===== config.mk =====
export PLATFORM = sky130hd
export DESIGN_NAME = core_pwr_seq
export DESIGN_NICKNAME = d
export VERILOG_FILES = /design/src/rtl/cps_pkg.sv /design/src/rtl/cps_cycle_timer.sv /design/src/rtl/cps_ack_match.sv /design/src/rtl/cps_line_reg.sv /design/src/rtl/core_pwr_seq.sv
export SDC_FILE = /design/constraint.sdc
export NUM_CORES = 1
export LEC_CHECK = 0
export ABC_AREA = 1
export ABC_CLOCK_PERIOD_IN_PS = 4500
export BUFFER_PORTS_ARGS = -buffer_cell sky130_fd_sc_hd__buf_2
export CELL_PAD_IN_SITES_DETAIL_PLACEMENT = 0
export CELL_PAD_IN_SITES_GLOBAL_PLACEMENT = 1
export CORE_UTILIZATION = 40
export CTS_CLUSTER_SIZE = 30
export DETAILED_ROUTE_END_ITERATION = 7
export PLACE_DENSITY_LB_ADDON = 0.3
export SLEW_MARGIN = 20
export SYNTH_ARGS = -nofsm -noshare
export SYNTH_HDL_FRONTEND = slang
export SYNTH_HIERARCHICAL = 1
export SYNTH_SLANG_ARGS = --single-unit
export TNS_END_PERCENT = 50

===== constraint.sdc =====
create_clock -name clk -period 4.5 [get_ports clk]
set_input_delay 0.225 -clock clk [delete_from_list [all_inputs] [get_ports clk]]
set_output_delay 0.225 -clock clk [all_outputs]
set_load 0.05 [all_outputs]

===== src/rtl/cps_pkg.sv =====
package cps_pkg;

  localparam int CTRL_W      = 7;
  localparam int BIT_RST_N   = 0;
  localparam int BIT_OUT_ISO = 1;
  localparam int BIT_EN1     = 2;
  localparam int BIT_EN2     = 3;
  localparam int BIT_CLK_DIS = 4;
  localparam int BIT_SCK_ISO = 5;
  localparam int BIT_SRAM_N  = 6;

  // fully off: isolated, clocks gated, reset held, switches open
  localparam logic [CTRL_W-1:0] CTRL_ALL_OFF = 7'b011_0010;

  typedef enum logic [4:0] {
    S_IDLE, S_WFI,
    S_ON_EN1, S_ON_SETTLE, S_ON_EN2, S_ON_PWAIT, S_ON_ISO, S_ON_L1,
    S_ON_L1WAIT, S_ON_MEMRDY, S_ON_SRAM, S_ON_CKISO, S_ON_CLK, S_ON_RST,
    S_OFF_ISO, S_OFF_CKISO, S_OFF_SRAM, S_OFF_L1, S_OFF_L1WAIT,
    S_OFF_RST, S_OFF_CLK, S_OFF_EN1, S_OFF_EN2, S_OFF_PWAIT
  } seq_state_e;

  typedef enum logic [1:0] {KIND_IDLE, KIND_STEP, KIND_DELAY, KIND_WAIT} seq_kind_e;

  typedef enum logic [2:0] {
    WS_NONE, WS_PWR_UP, WS_PWR_DOWN, WS_L1_SET, WS_L1_CLR, WS_CORE_IDLE
  } wait_src_e;

  typedef struct packed {
    logic       valid;
    logic       to_l1;
    logic [2:0] idx;
    logic       val;
  } line_op_t;

  function automatic seq_kind_e kind_of(seq_state_e s);
    case (s)
      S_IDLE:                                  return KIND_IDLE;
      S_ON_SETTLE, S_ON_MEMRDY:                return KIND_DELAY;
      S_WFI, S_ON_PWAIT, S_ON_L1WAIT,
      S_OFF_L1WAIT, S_OFF_PWAIT:               return KIND_WAIT;
      default:                                 return KIND_STEP;
    endcase
  endfunction

  function automatic seq_state_e next_of(seq_state_e s);
    case (s)
      S_WFI:        return S_OFF_ISO;
      S_ON_EN1:     return S_ON_SETTLE;
      S_ON_SETTLE:  return S_ON_EN2;
      S_ON_EN2:     return S_ON_PWAIT;
      S_ON_PWAIT:   return S_ON_ISO;
      S_ON_ISO:     return S_ON_L1;
      S_ON_L1:      return S_ON_L1WAIT;
      S_ON_L1WAIT:  return S_ON_MEMRDY;
      S_ON_MEMRDY:  return S_ON_SRAM;
      S_ON_SRAM:    return S_ON_CKISO;
      S_ON_CKISO:   return S_ON_CLK;
      S_ON_CLK:     return S_ON_RST;
      S_OFF_ISO:    return S_OFF_CKISO;
      S_OFF_CKISO:  return S_OFF_SRAM;
      S_OFF_SRAM:   return S_OFF_L1;
      S_OFF_L1:     return S_OFF_L1WAIT;
      S_OFF_L1WAIT: return S_OFF_RST;
      S_OFF_RST:    return S_OFF_CLK;
      S_OFF_CLK:    return S_OFF_EN1;
      S_OFF_EN1:    return S_OFF_EN2;
      S_OFF_EN2:    return S_OFF_PWAIT;
      default:      return S_IDLE;
    endcase
  endfunction

  function automatic line_op_t mk_op(logic to_l1, int idx, logic val);
    line_op_t o;
    o.valid = 1'b1;
    o.to_l1 = to_l1;
    o.idx   = 3'(idx);
    o.val   = val;
    return o;
  endfunction

  function automatic line_op_t op_of(seq_state_e s);
    case (s)
      S_ON_EN1:    return mk_op(1'b0, BIT_EN1,     1'b1);
      S_ON_EN2:    return mk_op(1'b0, BIT_EN2,     1'b1);
      S_ON_ISO:    return mk_op(1'b0, BIT_OUT_ISO, 1'b0);
      S_ON_L1:     return mk_op(1'b1, 0,           1'b0);
      S_ON_SRAM:   return mk_op(1'b0, BIT_SRAM_N,  1'b1);
      S_ON_CKISO:  return mk_op(1'b0, BIT_SCK_ISO, 1'b0);
      S_ON_CLK:    return mk_op(1'b0, BIT_CLK_DIS, 1'b0);
      S_ON_RST:    return mk_op(1'b0, BIT_RST_N,   1'b1);
      S_OFF_ISO:   return mk_op(1'b0, BIT_OUT_ISO, 1'b1);
      S_OFF_CKISO: return mk_op(1'b0, BIT_SCK_ISO, 1'b1);
      S_OFF_SRAM:  return mk_op(1'b0, BIT_SRAM_N,  1'b0);
      S_OFF_L1:    return mk_op(1'b1, 0,           1'b1);
      S_OFF_RST:   return mk_op(1'b0, BIT_RST_N,   1'b0);
      S_OFF_CLK:   return mk_op(1'b0, BIT_CLK_DIS, 1'b1);
      S_OFF_EN1:   return mk_op(1'b0, BIT_EN1,     1'b0);
      S_OFF_EN2:   return mk_op(1'b0, BIT_EN2,     1'b0);
      default:     return '0;
    endcase
  endfunction

  function automatic wait_src_e wait_of(seq_state_e s);
    case (s)
      S_WFI:        return WS_CORE_IDLE;
      S_ON_PWAIT:   return WS_PWR_UP;
      S_ON_L1WAIT:  return WS_L1_CLR;
      S_OFF_L1WAIT: return WS_L1_SET;
      S_OFF_PWAIT:  return WS_PWR_DOWN;
      default:      return WS_NONE;
    endcase
  endfunction

  // true on the last cycle of a window of 'limit' cycles counted from 0
  function automatic logic count_hit(int unsigned cnt, int unsigned limit);
    return (cnt + 1) == limit;
  endfunction

endpackage


===== src/rtl/cps_cycle_timer.sv =====
module cps_cycle_timer #(
  parameter int CNT_W = 4
) (
  input  logic             clk,
  input  logic             rst_n,
  input  logic             restart,
  output logic [CNT_W-1:0] cnt
);

  always_ff @(posedge clk or negedge rst_n) begin
    if (!rst_n) begin
      cnt <= '0;
    end else if (restart) begin
      cnt <= '0;
    end else if (cnt != {CNT_W{1'b1}}) begin
      cnt <= cnt + 1'b1;
    end
  end

endmodule


===== src/rtl/cps_ack_match.sv =====
module cps_ack_match
  import cps_pkg::*;
(
  input  wait_src_e sel,
  input  logic      pwr_ack,
  input  logic      pwr_ack2,
  input  logic      l1_ack,
  input  logic      core_idle,
  output logic      met
);

  always_comb begin
    case (sel)
      WS_PWR_UP:    met = pwr_ack & pwr_ack2;
      WS_PWR_DOWN:  met = ~pwr_ack & ~pwr_ack2;
      WS_L1_SET:    met = l1_ack;
      WS_L1_CLR:    met = ~l1_ack;
      WS_CORE_IDLE: met = core_idle;
      default:      met = 1'b0;
    endcase
  end

endmodule


===== src/rtl/cps_line_reg.sv =====
module cps_line_reg
  import cps_pkg::*;
(
  input  logic              clk,
  input  logic              rst_n,
  input  line_op_t          op,
  output logic [CTRL_W-1:0] ctrl_q,
  output logic              l1_q
);

  for (genvar g = 0; g < CTRL_W; g++) begin : g_bit
    always_ff @(posedge clk or negedge rst_n) begin
      if (!rst_n) begin
        ctrl_q[g] <= CTRL_ALL_OFF[g];
      end else if (op.valid && !op.to_l1 && (op.idx == 3'(g))) begin
        ctrl_q[g] <= op.val;
      end
    end
  end

  always_ff @(posedge clk or negedge rst_n) begin
    if (!rst_n) begin
      l1_q <= 1'b1;
    end else if (op.valid && op.to_l1) begin
      l1_q <= op.val;
    end
  end

  // second switch closes only behind the first
  a_r2_en2_after_en1: assert property (@(posedge clk) disable iff (!rst_n)
    $rose(ctrl_q[BIT_EN2]) |-> ctrl_q[BIT_EN1]);

  // memory wakes only after outputs are released with power on
  a_r3_l1_wake_order: assert property (@(posedge clk) disable iff (!rst_n)
    $fell(l1_q) |-> (!ctrl_q[BIT_OUT_ISO] && ctrl_q[BIT_EN2]));

  // reset is released last
  a_r4_reset_last: assert property (@(posedge clk) disable iff (!rst_n)
    $rose(ctrl_q[BIT_RST_N]) |-> (!ctrl_q[BIT_CLK_DIS] && !ctrl_q[BIT_SCK_ISO]
                                  && ctrl_q[BIT_SRAM_N] && !l1_q));

  // switch opens only with core held in reset and clock gated
  a_r6_en1_off_safe: assert property (@(posedge clk) disable iff (!rst_n)
    $fell(ctrl_q[BIT_EN1]) |-> (!ctrl_q[BIT_RST_N] && ctrl_q[BIT_CLK_DIS]
                                && ctrl_q[BIT_OUT_ISO] && l1_q));

endmodule


===== src/rtl/core_pwr_seq.sv =====
module core_pwr_seq
  import cps_pkg::*;
#(
  parameter int SETTLE_CYC  = 4,
  parameter int MEMRDY_CYC  = 3,
  parameter int TIMEOUT_CYC = 10
) (
  input  logic              clk,
  input  logic              rst_n,
  input  logic              req_on,
  input  logic              req_off,
  input  logic              off_wait_idle,
  input  logic              core_idle,
  input  logic              pwr_ack,
  input  logic              pwr_ack2,
  input  logic              l1_ack,
  output logic [CTRL_W-1:0] dom_ctrl,
  output logic              l1_pdn_req,
  output logic              seq_busy,
  output logic              seq_done,
  output logic              seq_fail
);

  localparam int LONG_A  = (SETTLE_CYC > MEMRDY_CYC) ? SETTLE_CYC : MEMRDY_CYC;
  localparam int LONGEST = (LONG_A > TIMEOUT_CYC) ? LONG_A : TIMEOUT_CYC;
  localparam int CNT_W   = $clog2(LONGEST + 1);

  seq_state_e       state_q, state_d;
  seq_kind_e        kind;
  wait_src_e        wsel;
  line_op_t         op;
  logic [CNT_W-1:0] cnt;
  logic             cond_met;
  logic             restart;
  logic             ev_accept, ev_timeout, ev_finish;
  logic             delay_end;

  assign kind = kind_of(state_q);
  assign wsel = wait_of(state_q);
  assign op   = (kind == KIND_STEP) ? op_of(state_q) : '0;

  cps_ack_match u_match (
    .sel       (wsel),
    .pwr_ack   (pwr_ack),
    .pwr_ack2  (pwr_ack2),
    .l1_ack    (l1_ack),
    .core_idle (core_idle),
    .met       (cond_met)
  );

  cps_cycle_timer #(.CNT_W(CNT_W)) u_timer (
    .clk     (clk),
    .rst_n   (rst_n),
    .restart (restart),
    .cnt     (cnt)
  );

  cps_line_reg u_lines (
    .clk    (clk),
    .rst_n  (rst_n),
    .op     (op),
    .ctrl_q (dom_ctrl),
    .l1_q   (l1_pdn_req)
  );

  assign delay_end = (state_q == S_ON_SETTLE)
                   ? count_hit(32'(cnt), SETTLE_CYC)
                   : count_hit(32'(cnt), MEMRDY_CYC);

  always_comb begin
    state_d    = state_q;
    ev_accept  = 1'b0;
    ev_timeout = 1'b0;
    ev_finish  = 1'b0;
    case (kind)
      KIND_IDLE: begin
        if (req_on) begin
          state_d   = S_ON_EN1;
          ev_accept = 1'b1;
        end else if (req_off) begin
          state_d   = off_wait_idle ? S_WFI : S_OFF_ISO;
          ev_accept = 1'b1;
        end
      end
      KIND_STEP: begin
        state_d   = next_of(state_q);
        ev_finish = (state_q == S_ON_RST);
      end
      KIND_DELAY: begin
        if (delay_end) state_d = next_of(state_q);
      end
      default: begin
        // acknowledge checked first: it wins over an expiring bound
        if (cond_met) begin
          state_d   = next_of(state_q);
          ev_finish = (state_q == S_OFF_PWAIT);
        end else if (count_hit(32'(cnt), TIMEOUT_CYC)) begin
          state_d    = S_IDLE;
          ev_timeout = 1'b1;
        end
      end
    endcase
  end

  assign restart = (state_d != state_q);

  always_ff @(posedge clk or negedge rst_n) begin
    if (!rst_n) begin
      state_q  <= S_IDLE;
      seq_done <= 1'b0;
      seq_fail <= 1'b0;
    end else begin
      state_q  <= state_d;
      seq_done <= ev_finish;
      seq_fail <= ev_timeout;
    end
  end

  assign seq_busy = (state_q != S_IDLE);

  // outcome pulses are exclusive
  a_r10_end_exclusive: assert property (@(posedge clk) disable iff (!rst_n)
    $onehot0({seq_done, seq_fail}));

  // busy drops only together with an outcome pulse
  a_r10_busy_drop: assert property (@(posedge clk) disable iff (!rst_n)
    $fell(seq_busy) |-> (seq_done || seq_fail));

  // a wait never outlives its bound
  a_r7_wait_bounded: assert property (@(posedge clk) disable iff (!rst_n)
    (kind == KIND_WAIT) |-> (32'(cnt) < TIMEOUT_CYC));

  // an idle-wait abort touches no line
  a_r9_idle_abort_quiet: assert property (@(posedge clk) disable iff (!rst_n)
    (state_q == S_WFI && ev_timeout) |=> ($stable(dom_ctrl) && $stable(l1_pdn_req)));

  // lines hold still whenever the sequencer is idle
  a_r11_idle_quiet: assert property (@(posedge clk) disable iff (!rst_n)
    (state_q == S_IDLE) |=> $stable(dom_ctrl));

  // simultaneous requests resolve to power-up
  a_r12_on_wins: assert property (@(posedge clk) disable iff (!rst_n)
    (state_q == S_IDLE && req_on) |=> (state_q == S_ON_EN1));

endmodule


# Word level (Yosys, flattened, before mapping)
# Memories as Yosys holds them, arrays and structs flattened.
# Index checks and enable logic that the tools add are counted.
# W data, S select, Z words.
# word_totals
regBits,19
rom_bits,736
in_bits,9
output_inout_bits,11
elab_cells,83
mem_count,5
# memory_table
memory,words,width,rd,rd_ports_with_merged_regs,write_ports,line,rtl
(no name shown),32,6,1,0,0,cps_pkg.sv:83,case (s)
(no name shown),32,5,1,0,0,cps_pkg.sv:47,case (s)
(no name shown),32,5,1,0,0,cps_pkg.sv:47,
(no name shown),32,5,1,0,0,cps_pkg.sv:47,
(no name shown),32,2,1,0,0,cps_pkg.sv:37,case (s)
# classes
addsub,2
eq_ne,25
mux,18
n_bitwise,5
n_reduce_logical,16
# ops
cell,count
$eq A32 B2 Y1 const B,1
$eq A32 B3 Y1 const B,1
$mux W5,5
$eq A3 B3 Y1 const B,5
$eq A5 B4 Y1 const B,3
$pmux W3 S5,1
$pmux W5 S3,1
$eq A3 B2 Y1 const B,4
$mux W4,3
$eq A5 B5 Y1 const B,2
$logic_and A1 B1 Y1,9
$eq A3 B1 Y1 const B,2
$mux W6,1
$add A4 B1 Y5 const B,1
$eq A5 B1 Y1 const B,1
$eq A5 B2 Y1 const B,1
$eq A5 B3 Y1 const B,1
$mux W1,5
$ne A5 B5 Y1,1
$pmux W1 S5,1
$reduce_bool A5 Y1,1
$add A4 B1 Y4 const B,1
$ne A4 B4 Y1 const B,1
$logic_not A3 Y1,1
other kinds (10),13

# Logic depth before layout (Yosys ltp)
# Gate-level depths: netlist of the first run.
# logic_depth
ltp_word,8
mapped_depth,24
depth_no_buf,24

# Hierarchy
# The synthesis of the first run kept the hierarchy.
# modules_own_cells
mod,n_inst,cells_each,area_per_inst_um2,seq_area_each_um2
core_pwr_seq,1,255,1325.0,175.2
cps_line_reg,1,56,415.4,205.2
cps_cycle_timer,1,27,205.2,100.1
cps_ack_match,1,17,66.3,0.0

# Worst setup path before layout of the first run
# Ideal clock, no wire load.
# synth_path
path_kind,register to register
startpoint,register state_q[1]
endpoint,register u_timer.cnt[1]
setup_ns,0.117
arrival_ns,2.486
required_time_ns,4.383
slack_ns,1.897
stages_incl_launch_ff,22
n_path_buf,0
synth_period_minus_slack_ns,2.603
path_cell_list,dfrtp_1 -> inv_1 -> ha_1 -> nand2_1 -> o21ai_0 -> inv_1 -> nand2_1 -> nand2_1 -> nand2_1 -> nand2_1 -> nor2_1 -> inv_1 -> o21ai_0 -> nor2_1 -> nor2_1 -> nand2_1 -> nand3_1 -> nor2_1 -> nand2_1 -> inv_1 -> nand3_1 -> nand2_1
# synth_between
elab_chain_cells,8
word_cells_on_any_way,30
classes_between,14 x eq/ne; 10 x mux; 2 x reduce/logical; 4 x memory
# synth_lines
item,line,rtl
start: declaration,core_pwr_seq.sv:28,"seq_state_e state_q, state_d;"
start signal: assignment,core_pwr_seq.sv:113,state_q <= state_d;
"$eq A5 B5 Y1, or another cell as far along",cps_pkg.sv:105,case (s)
$pmux W3 S5 *,cps_pkg.sv:105,
via wsel[0],core_pwr_seq.sv:30,wait_src_e wsel;
"$eq A3 B3 Y1, or another cell as far along",cps_ack_match.sv:13,case (sel)
$pmux W1 S5 *,cps_ack_match.sv:13,
via cond_met,core_pwr_seq.sv:33,logic cond_met;
$mux W5 *,core_pwr_seq.sv:94,if (cond_met) begin
$pmux W5 S3 *,core_pwr_seq.sv:75,case (kind)
$ne A5 B5 Y1 *,core_pwr_seq.sv:105,assign restart = (state_d != state_q);
via restart,core_pwr_seq.sv:34,logic restart;
$mux W4 or $reduce_bool A2 Y1 (tied branches),n/a,
end signal: assignment,cps_cycle_timer.sv:16,cnt <= cnt + 1'b1;
end: declaration,cps_cycle_timer.sv:7,output logic [CNT_W-1:0] cnt
# Mark *: on every way through the listed nets, which the timed path passes. The rest lies on a longest branch.
# A chain may end at the register's enable or synchronous reset.

# Final worst setup path of the first run
# layout_path
startpoint,register state_q[0]
endpoint,register u_timer.cnt[2]
# The elaborated chain is that of the path after synthesis.

==> reports/metrics.yaml, run 1 <==
p_per_area_nw_per_um2: 830
p_switching_mw: 1.15
first_global_vias: 2071
first_iter_violations: 205
die_area_um2: 5320
drv_cap: 0
critPathArrivalTime_ns: 3.53
yosysSeqAreaShare: 0.239
path_max_fanout: 8
power_switching_share: 0.621
dr.pass1.iters: 5
max-vdd-ir-drop_mv: 0.238
multi_input_area_um2: 1330
fin_nets: 393
wirelength_mm: 5.38
cts-resized-gates: 0
cts_tree: "done"
timing.critical_path.cells: "inv_1 > ha_1 > inv_1 > nor2_1 > nand2_1 > o21ai_0 > nand2_1 > nand2_1 > nand2_1 > nand2_1 > nor2_1 > inv_1 > o21ai_0 > nor2_1 > nor2_1 > nand2_1 > nand3_1 > nor2_1 > nand2_1 > inv_1 > o21ai_0 > nor2_1"
hold_path_class: "in2async"
pwr-share-seq: 0.179
tns_ns: 0
synthArstFlopShare: 1.00
syn_to_final_growth_pct: 10.5
hpwl_mm: 4.18
hold_buffers: 1
postSynthAreaPerCell_um2: 5.67
cts_root_buffer: "clkbuf_8"
grt_max_degree: 23
viasPerCell: 5.13
start_util: 0.420
rsz0062_at_grt: "no"
drcViolationCount: 0
status: "completed"
htree_levels: 1
num_vias: 2262
synth_edf_count: 0
finalWeightedCongestion: 0.893
clkTransAtPathRegs_ns: 0.08
layout-drive-gt1-share: 0.110
timing.reg2reg.setup_slack_ns: 1.13
ys_ff_latch: 19
critPathBufInv: 4
power_frac_clock: 0.068
ys.flop_type: "dfrtp_1"
die_x_um: 72.9
internal-power_uw: 699
final_common_cell: "nand2_1"
wire_per_inst_um: 12.2
grt_util_all_layers: 0.224
post-cts-setup-buffers: 0
cpPeakStageDelay_ns: 0.56
mostFrequentLayoutCells: "nand2_1, nor2_1, nand3_1"
syn_nets: 373
hold_viol: 0
cts_buffer_depth: 2
clk_latency_ns: 0.26
cpLargestDelayFamily: "simple AND/OR/NAND/NOR gates"
cts-buffers-inserted: 3
grt_antenna_before_repair: 0
ff_latch_area_um2: 480
grt_pass1_wl_mm: 9.35
clock-sinks: 19
antennaDiodeCount: 0
port-buffer-count: 19
critPathKind: "reg2reg"
period_needed_ns: 3.37
fmax_mhz: 296
core_region_area_um2: 4790
finalSetupViolCount: 0
path_common_cell: "nand2_1"
clock_skew_ns: 0.00241
ys_types: 28
syn-cell-area_um2: 2010
p_leak_nw: 1.22
overflow: 0
pwr-share-comb: 0.754
num-fill-cells: 523
maxSlewHeadroom: 0.528
power_mw: 1.85
io_pins: 20
end_kind: "flop"
cpMaxStageDelayCell: "dfrtp_1"
drv_slew: 0
yosys_warnings: 6
required_ns: 4.65
fin_crit_sh: 0.750
die_h_um: 72.9
worstMarginPinSlew_ns: 0.708
ant_nets: 0
std_cell_rows: 25
syn_inst: 355
startpoint_type: "flop"
## final cells by class
class | count | share of cell area
Clock buffer | 3 | 0.0186
Clock inverter | 1 | 0.00225
Inverter | 46 | 0.0777
Multi-Input combinational cell | 284 | 0.597
Sequential cell | 19 | 0.216
Tap cell | 67 | 0.0377
Timing Repair Buffer | 21 | 0.0506
## flip-flops by register name, indices dropped and copies added (netlist names)
name and flops:
u_lines/ctrl_q 7, seq_fail 1, u_lines/l1_q 1, state_q 5, seq_done 1, u_timer/cnt 4
## cells by family (layout without fill, tap and decap cells)
| logic type | count (synthesis) | count (layout) | synth area share |
|---|---|---|---|
| AND/OR/NAND/NOR | 240 | 240 | 0.502 |
| buffers and inverters | 52 | 71 | 0.101 |
| AO/OA/AOI/OAI | 35 | 35 | 0.102 |
| flip-flops | 19 | 19 | 0.239 |
| adder cells (fa/ha/maj) | 9 | 9 | 0.0560 |
## cell usage after synthesis (2+ instances only)
| library cell | instances | share of area |
|---|---|---|
| o211ai_1 | 4 | 0.015 |
| nor2_1 | 50 | 0.093 |
| nand3_2 | 2 | 0.010 |
| nor3_1 | 2 | 0.0050 |
| nand3_1 | 43 | 0.11 |
| inv_1 | 41 | 0.076 |
| o21ai_0 | 13 | 0.032 |
| a21oi_1 | 9 | 0.022 |
| nand2_1 | 131 | 0.24 |
| nor2_2 | 3 | 0.0093 |
| inv_2 | 5 | 0.0093 |
| dfrtp_1 | 15 | 0.19 |
| o22ai_1 | 2 | 0.0062 |
| ha_1 | 9 | 0.056 |
| dfstp_2 | 4 | 0.052 |
| nand4_1 | 6 | 0.019 |
| a32oi_1 | 2 | 0.0087 |
| buf_2 | 4 | 0.010 |
## stage by stage
stage / util / setup WS [ns] / area, µm² / hold WS [ns] / cells
after global placement: 0.453 / 1.27 / 2170 / 0.191 / 436
after global routing: 0.465 / 0.676 / 2220 / 0.477 / 441
after detailed placement: 0.453 / 1.19 / 2170 / 0.194 / 436
after floorplan: - / 1.90 / 2010 / -0.0706 / 355
final: 0.465 / 1.13 / 2220 / 0.434 / 441
after CTS: 0.465 / 1.18 / 2220 / 0.442 / 441
## power by group through the flow
stage | logic, mW | clock network (mW) | registers [mW]
detailed placement | 1.37 | 0 | 0.330
CTS | 1.38 | 0.128 | 0.327
floorplan | 1.02 | 0 | 0.378
global route | 1.59 | 0.137 | 0.338
finish | 1.39 | 0.125 | 0.330
global placement | 1.39 | 0 | 0.331
## path summary, 6_finish.rpt
kind                                    from  cells past startpoint                 to
setup / recovery                  state_q[0]                     22     u_timer/cnt[2]
hold / removal                         rst_n                      2           seq_done
setup reg to reg                  state_q[0]                     22     u_timer/cnt[2]
hold reg to reg            u_lines/ctrl_q[4]                      2  u_lines/ctrl_q[4]
max in group asynchronous              rst_n                      2  u_lines/ctrl_q[4]
min in group clk           u_lines/ctrl_q[4]                      2  u_lines/ctrl_q[4]
## layer usage
layer | vias to the layer above | track usage | share of wire
li1 | 1178 | - | -
met1 | 999 | 0.304 | 0.47
met2 | 69 | 0.374 | 0.45
met3 | 16 | 0.0193 | 0.055
met4 | 0 | 0.0806 | 0.026
met5 | - | 0 | 0
(Power assumes the default switching activity.)
==> run 2: changes to the inputs <==
ABC_CLOCK_PERIOD_IN_PS = 3500   (was 4500)
clock period = 3.5 ns   (was 4.5 ns; I/O delays follow)
==> reports/metrics.yaml, run 2 (same netlist as run 1, synthesis figures left out) <==
wirelength_mm: 5.47  # +1.6%
rr_worst_depth: 22  # unchanged
cts_buffer_depth: 2  # unchanged
grt_util_all_layers: 0.221  # -0.00390
p_leak_nw: 1.23  # +1.3%
reg_top3: "u_lines/ctrl_q (7), state_q (5), u_timer/cnt (4)"
dr.pass1.iters: 6  # +1
p_switching_mw: 1.48  # +29%
place_ws_ns: 0.568  # -0.623 ns
place_inst: 440  # +0.92%
overflow: 0  # unchanged
wire_per_inst_um: 12.3  # +0.65%
pwr-share-comb: 0.770  # +0.016
fmax_mhz: 332  # +12%
syn_to_final_growth_pct: 12.1
largest_register_ffs: 7  # unchanged
clk_latency_ns: 0.26  # about the same
timing.reg2reg.setup_slack_ns: 0.49  # -0.64 ns
num_vias: 2234  # -1.2%
p_per_area_nw_per_um2: 1070  # +29%
layout-drive-gt1-share: 0.119  # +0.00942
power_frac_clock: 0.067  # about the same
first_iter_violations: 280  # +37%
fin_crit_sh: 0.859  # +0.110
critPathKind: "reg2reg"
final_common_cell: "nand2_1"
hpwl_mm: 4.30  # +2.8%
die_x_um: 72.9  # unchanged
core_region_area_um2: 4790  # unchanged
path_max_fanout: 10  # +2
antennaDiodeCount: 0  # unchanged
critPathArrivalTime_ns: 3.21  # -0.32 ns
power_mw: 2.41  # +31%
regMostFlops: "u_lines/ctrl_q"
grt_pass1_wl_mm: 9.11  # -2.6%
die_area_um2: 5320  # unchanged
clkTransAtPathRegs_ns: 0.08  # about the same
status: "completed"
grt_max_degree: 20  # -13%
rsz0062_at_grt: "no"
max-vdd-ir-drop_mv: 0.313  # +32%
io_pins: 20  # unchanged
instances_no_fill: 445  # +0.91%
hold_path_class: "in2async"
required_ns: 3.70  # -0.95 ns
std_cell_rows: 25  # unchanged
power_switching_share: 0.615  # -0.00670
drcViolationCount: 0  # unchanged
tns_ns: 0  # unchanged
worstReg2RegEnd: "u_timer/cnt[2]"
worst_hold_slack_ns: 0.388  # -0.0457 ns
first_global_vias: 2073  # +0.097%
viasPerCell: 5.02  # -2.1%
internal-power_uw: 930  # +33%
end_kind: "flop"
fin_ws_ns: 0.492  # -0.635 ns
startpoint: "state_q[1]"
cts-buffers-inserted: 3  # unchanged
period_needed_ns: 3.01  # -0.365 ns
drv_slew: 0  # unchanged
pwr-share-seq: 0.163  # -0.016
final_core_util: 0.471  # +0.00680
die_h_um: 72.9  # unchanged
mostFrequentLayoutCells: "nand2_1, nor2_1, nand3_1"
maxSlewHeadroom: 0.579  # +0.0517
htree_levels: 1  # unchanged
startpoint_type: "flop"
postPlaceCellArea_um2: 2200  # +1.4%
ant_nets: 0  # unchanged
finalWeightedCongestion: 0.895  # +0.24%
grt_antenna_before_repair: 0  # unchanged
fin_area_um2: 2260  # +1.5%
start_util: 0.420  # unchanged
clock-sinks: 19  # unchanged
cts_root_buffer: "clkbuf_8"
hold_viol: 0  # unchanged
clock_skew_ns: 0.00316  # +0.000757 ns
worstMarginPinSlew_ns: 0.631  # -0.0776 ns
r2r-start: "state_q[1]"
drv_cap: 0  # unchanged
finalSetupViolCount: 0  # unchanged
port-buffer-count: 19  # unchanged
cts_tree: "done"
fin_nets: 397  # +1.0%
-- run 2: changes by cell type in the layout (fill, tap and decap cells not counted) --
cell        before  now
buf_4            1    5
clkinvlp_4       0    1
clkinv_2         1    0
-- run 2: per-layer routing --
| metal | vias up | GRT usage | share of wire |
|---|---|---|---|
| li1 | 1183 | - | - |
| met1 | 969 | 0.298 | 0.47 |
| met2 | 72 | 0.366 | 0.47 |
| met3 | 10 | 0.0249 | 0.049 |
| met4 | 0 | 0.0741 | 0.019 |
| met5 | - | 0 | 0 |
-- run 2: layout make-up --
cell class | count | area [µm²]
timing repair buffer | 25 | 143
fill | 541 | 2530
clock inverter | 1 | 7.51
inverter | 46 | 173
clock buffer | 3 | 41.3
multi-input combinational | 284 | 1330
tap | 67 | 83.8
sequential | 19 | 480
-- run 2: power groups by stage --
stage / clock [mW] / sequential (mW) / combinational (mW)
after detailed placement: 0 / 0.398 / 1.83
after floorplan: 0 / 0.485 / 1.31
after CTS: 0.168 / 0.393 / 1.84
final: 0.162 / 0.395 / 1.86
after global placement: 0 / 0.397 / 1.85
after global routing: 0.178 / 0.406 / 2.10
-- run 2: what timing repair did --
action	in CTS	in global routing
hold endpoints to repair	15	0
setup buffers	0	0
resized for setup	0	0
hold buffers	1	0
-- run 2: how the worst max path moves through the flow --
stage | endpoint | slack [ns]
final | u_timer/cnt[2] | 0.49
after global routing | u_timer/cnt[2] | 0.08
after CTS | u_timer/cnt[2] | 0.53
after detailed placement | u_timer/cnt[2] | 0.57
after global placement | u_timer/cnt[2] | 0.60
after floorplan | u_timer/cnt[1] | 0.90
-- run 2: critical path: stages, from the launching register on --
cell,delay (ns)
dfrtp_1,0.51
inv_1,0.22
ha_1,0.27
nand2_1,0.12
o21ai_0,0.33
nand2_1,0.09
nand2_1,0.07
nand2_1,0.05
nand2_1,0.06
nor2_1,0.06
inv_1,0.20
nand3_1,0.11
nand2_1,0.07
nand2_1,0.04
nand2_1,0.08
nor2_1,0.04
nor2_1,0.10
nand3_1,0.08
nor2_1,0.08
nand2_1,0.07
inv_1,0.11
o21ai_0,0.10
nor2_1,0.09
==> run 3: changes to the inputs <==
CORE_UTILIZATION = 41   (was 40)
==> reports/metrics.yaml, run 3 (same netlist as run 1, synthesis figures left out) <==
status: "completed"
clk_latency_ns: 0.26  # about the same
layout-drive-gt1-share: 0.117  # -0.00234
hpwl_mm: 4.40  # +2.4%
required_ns: 3.65  # -0.05 ns
syn_to_final_growth_pct: 11.6
place_inst: 439  # -0.23%
port-buffer-count: 19  # unchanged
critPathArrivalTime_ns: 3.19  # -0.02 ns
instances_no_fill: 444  # -0.22%
start_util: 0.426  # +0.00557
grt_antenna_before_repair: 0  # unchanged
worst_hold_slack_ns: 0.384  # -0.00429 ns
startpoint_type: "flop"
num-fill-cells: 512  # -5.4%
clock-sinks: 19  # unchanged
finalWeightedCongestion: 0.945  # +5.5%
first_iter_violations: 220  # -21%
period_needed_ns: 3.04  # +0.0303 ns
rr_worst_depth: 22  # unchanged
p_leak_nw: 1.23  # -0.11%
std_cell_rows: 25  # unchanged
regMostFlops: "u_lines/ctrl_q"
drv_slew: 0  # unchanged
die_area_um2: 5190  # -2.4%
cts_tree: "done"
fin_nets: 396  # -0.25%
maxSlewHeadroom: 0.527  # -0.0523
rsz0062_at_grt: "no"
drv_cap: 0  # unchanged
num_vias: 2292  # +2.6%
cts-buffers-inserted: 3  # unchanged
wire_per_inst_um: 12.6  # +2.4%
max-vdd-ir-drop_mv: 0.330  # +5.4%
fin_crit_sh: 0.868  # +0.00867
finalSetupViolCount: 0  # unchanged
path_max_fanout: 10  # unchanged
drcViolationCount: 0  # unchanged
die_x_um: 72.1  # -1.2%
wirelength_mm: 5.58  # +2.1%
grt_util_all_layers: 0.224  # +0.00343
antennaDiodeCount: 0  # unchanged
grt_pass1_wl_mm: 9.19  # +0.90%
die_h_um: 72.1  # -1.2%
io_pins: 20  # unchanged
reg_top3: "u_lines/ctrl_q (7), state_q (5), u_timer/cnt (4)"
fmax_mhz: 329  # -1.0%
cts_buffer_depth: 2  # unchanged
htree_levels: 1  # unchanged
core_region_area_um2: 4720  # -1.3%
worstReg2RegEnd: "u_timer/cnt[2]"
final_common_cell: "nand2_1"
end_kind: "flop"
critPathKind: "reg2reg"
worstMarginPinSlew_ns: 0.709  # +0.0785 ns
hold_path_class: "in2async"
hold_viol: 0  # unchanged
largest_register_ffs: 7  # unchanged
p_per_area_nw_per_um2: 1080  # +0.59%
dr.pass1.iters: 4  # -2
clock_skew_ns: 0.00244  # -0.000724 ns
multi_input_area_um2: 1330  # unchanged
viasPerCell: 5.16  # +2.8%
grt_max_degree: 23  # +15%
cts_root_buffer: "clkbuf_8"
tns_ns: 0  # unchanged
timing.reg2reg.setup_slack_ns: 0.46  # -0.03 ns
ant_nets: 0  # unchanged
clkTransAtPathRegs_ns: 0.08  # about the same
mostFrequentLayoutCells: "nand2_1, nor2_1, nand3_1"
ff_latch_area_um2: 480  # unchanged
overflow: 0  # unchanged
r2r-start: "state_q[1]"
first_global_vias: 2025  # -2.3%
## run 3: changes by cell type in the layout (fill, tap and decap cells not counted)
cell | before | now
clkinvlp_4 | 1 | 0
clkinv_2 | 0 | 1
buf_4 | 5 | 4
## run 3: timing repair
action / in CTS / in global routing
buffers inserted: 0 / 0
hold endpoints to repair: 15 / 0
hold buffers: 1 / 0
resized for setup: 0 / 0
## run 3: per-stage QoR
| step | setup WS [ns] | utilization | total power [mW] | area [µm²] |
|---|---|---|---|---|
| floorplan | 0.897 | - | 1.80 | 2010 |
| global placement | 0.499 | 0.464 | 2.24 | 2190 |
| detailed placement | 0.511 | 0.464 | 2.23 | 2190 |
| CTS | 0.490 | 0.475 | 2.40 | 2250 |
| global route | 0.0835 | 0.475 | 2.66 | 2250 |
| finish | 0.462 | 0.475 | 2.42 | 2250 |
## run 3: worst max path at each step
stage / from / endpoint / slack (ns) / cells past startpoint
2_1_floorplan: state_q[1] / u_timer/cnt[1] / 0.90 / 21
3_3_place_gp: state_q[1] / u_timer/cnt[1] / 0.50 / 21
3_5_place_dp: state_q[1] / u_timer/cnt[1] / 0.51 / 22
4_1_cts: state_q[1] / u_timer/cnt[1] / 0.49 / 22
5_1_grt: state_q[1] / u_timer/cnt[2] / 0.08 / 22
6_report: state_q[1] / u_timer/cnt[2] / 0.46 / 22
## run 3: cell type report
| type | instances | share of cell area |
|---|---|---|
| Timing Repair Buffer | 24 | 0.0602 |
| Tap cell | 67 | 0.0373 |
| Inverter | 46 | 0.0769 |
| Clock inverter | 1 | 0.00223 |
| Clock buffer | 3 | 0.0184 |
| Sequential cell | 19 | 0.214 |
| Multi-Input combinational cell | 284 | 0.591 |
## run 3: worst max-delay path, stage by stage (launching register included)
cell and delay, ns:
dfrtp_1 0.56, inv_1 0.20, ha_1 0.25, inv_1 0.12, nor2_1 0.07, nand2_1 0.09, o21ai_0 0.14, nand2_1 0.11
nand2_1 0.05, nand2_1 0.05, nand2_1 0.05, nor2_1 0.14, inv_1 0.13, o21ai_0 0.28, nor2_1 0.07, nor2_1 0.15
nand2_1 0.07, nand3_1 0.09, nor2_1 0.04, nand2_1 0.07, inv_1 0.07, o21ai_0 0.07, nor2_1 0.06
## run 3: report_power, final
part / switching, mW / internal, mW / total (mW)
Clock: 0.0799 / 0.0793 / 0.159
Sequential: 0.102 / 0.301 / 0.403
Combinational: 1.31 / 0.543 / 1.86
## run 3: per-layer routing
layer	track usage	part of all wire	up-vias
li1	-	-	1177
met1	0.304	0.48	1036
met2	0.374	0.46	66
met3	0.0264	0.044	13
met4	0.0675	0.018	0
met5	0	0	-
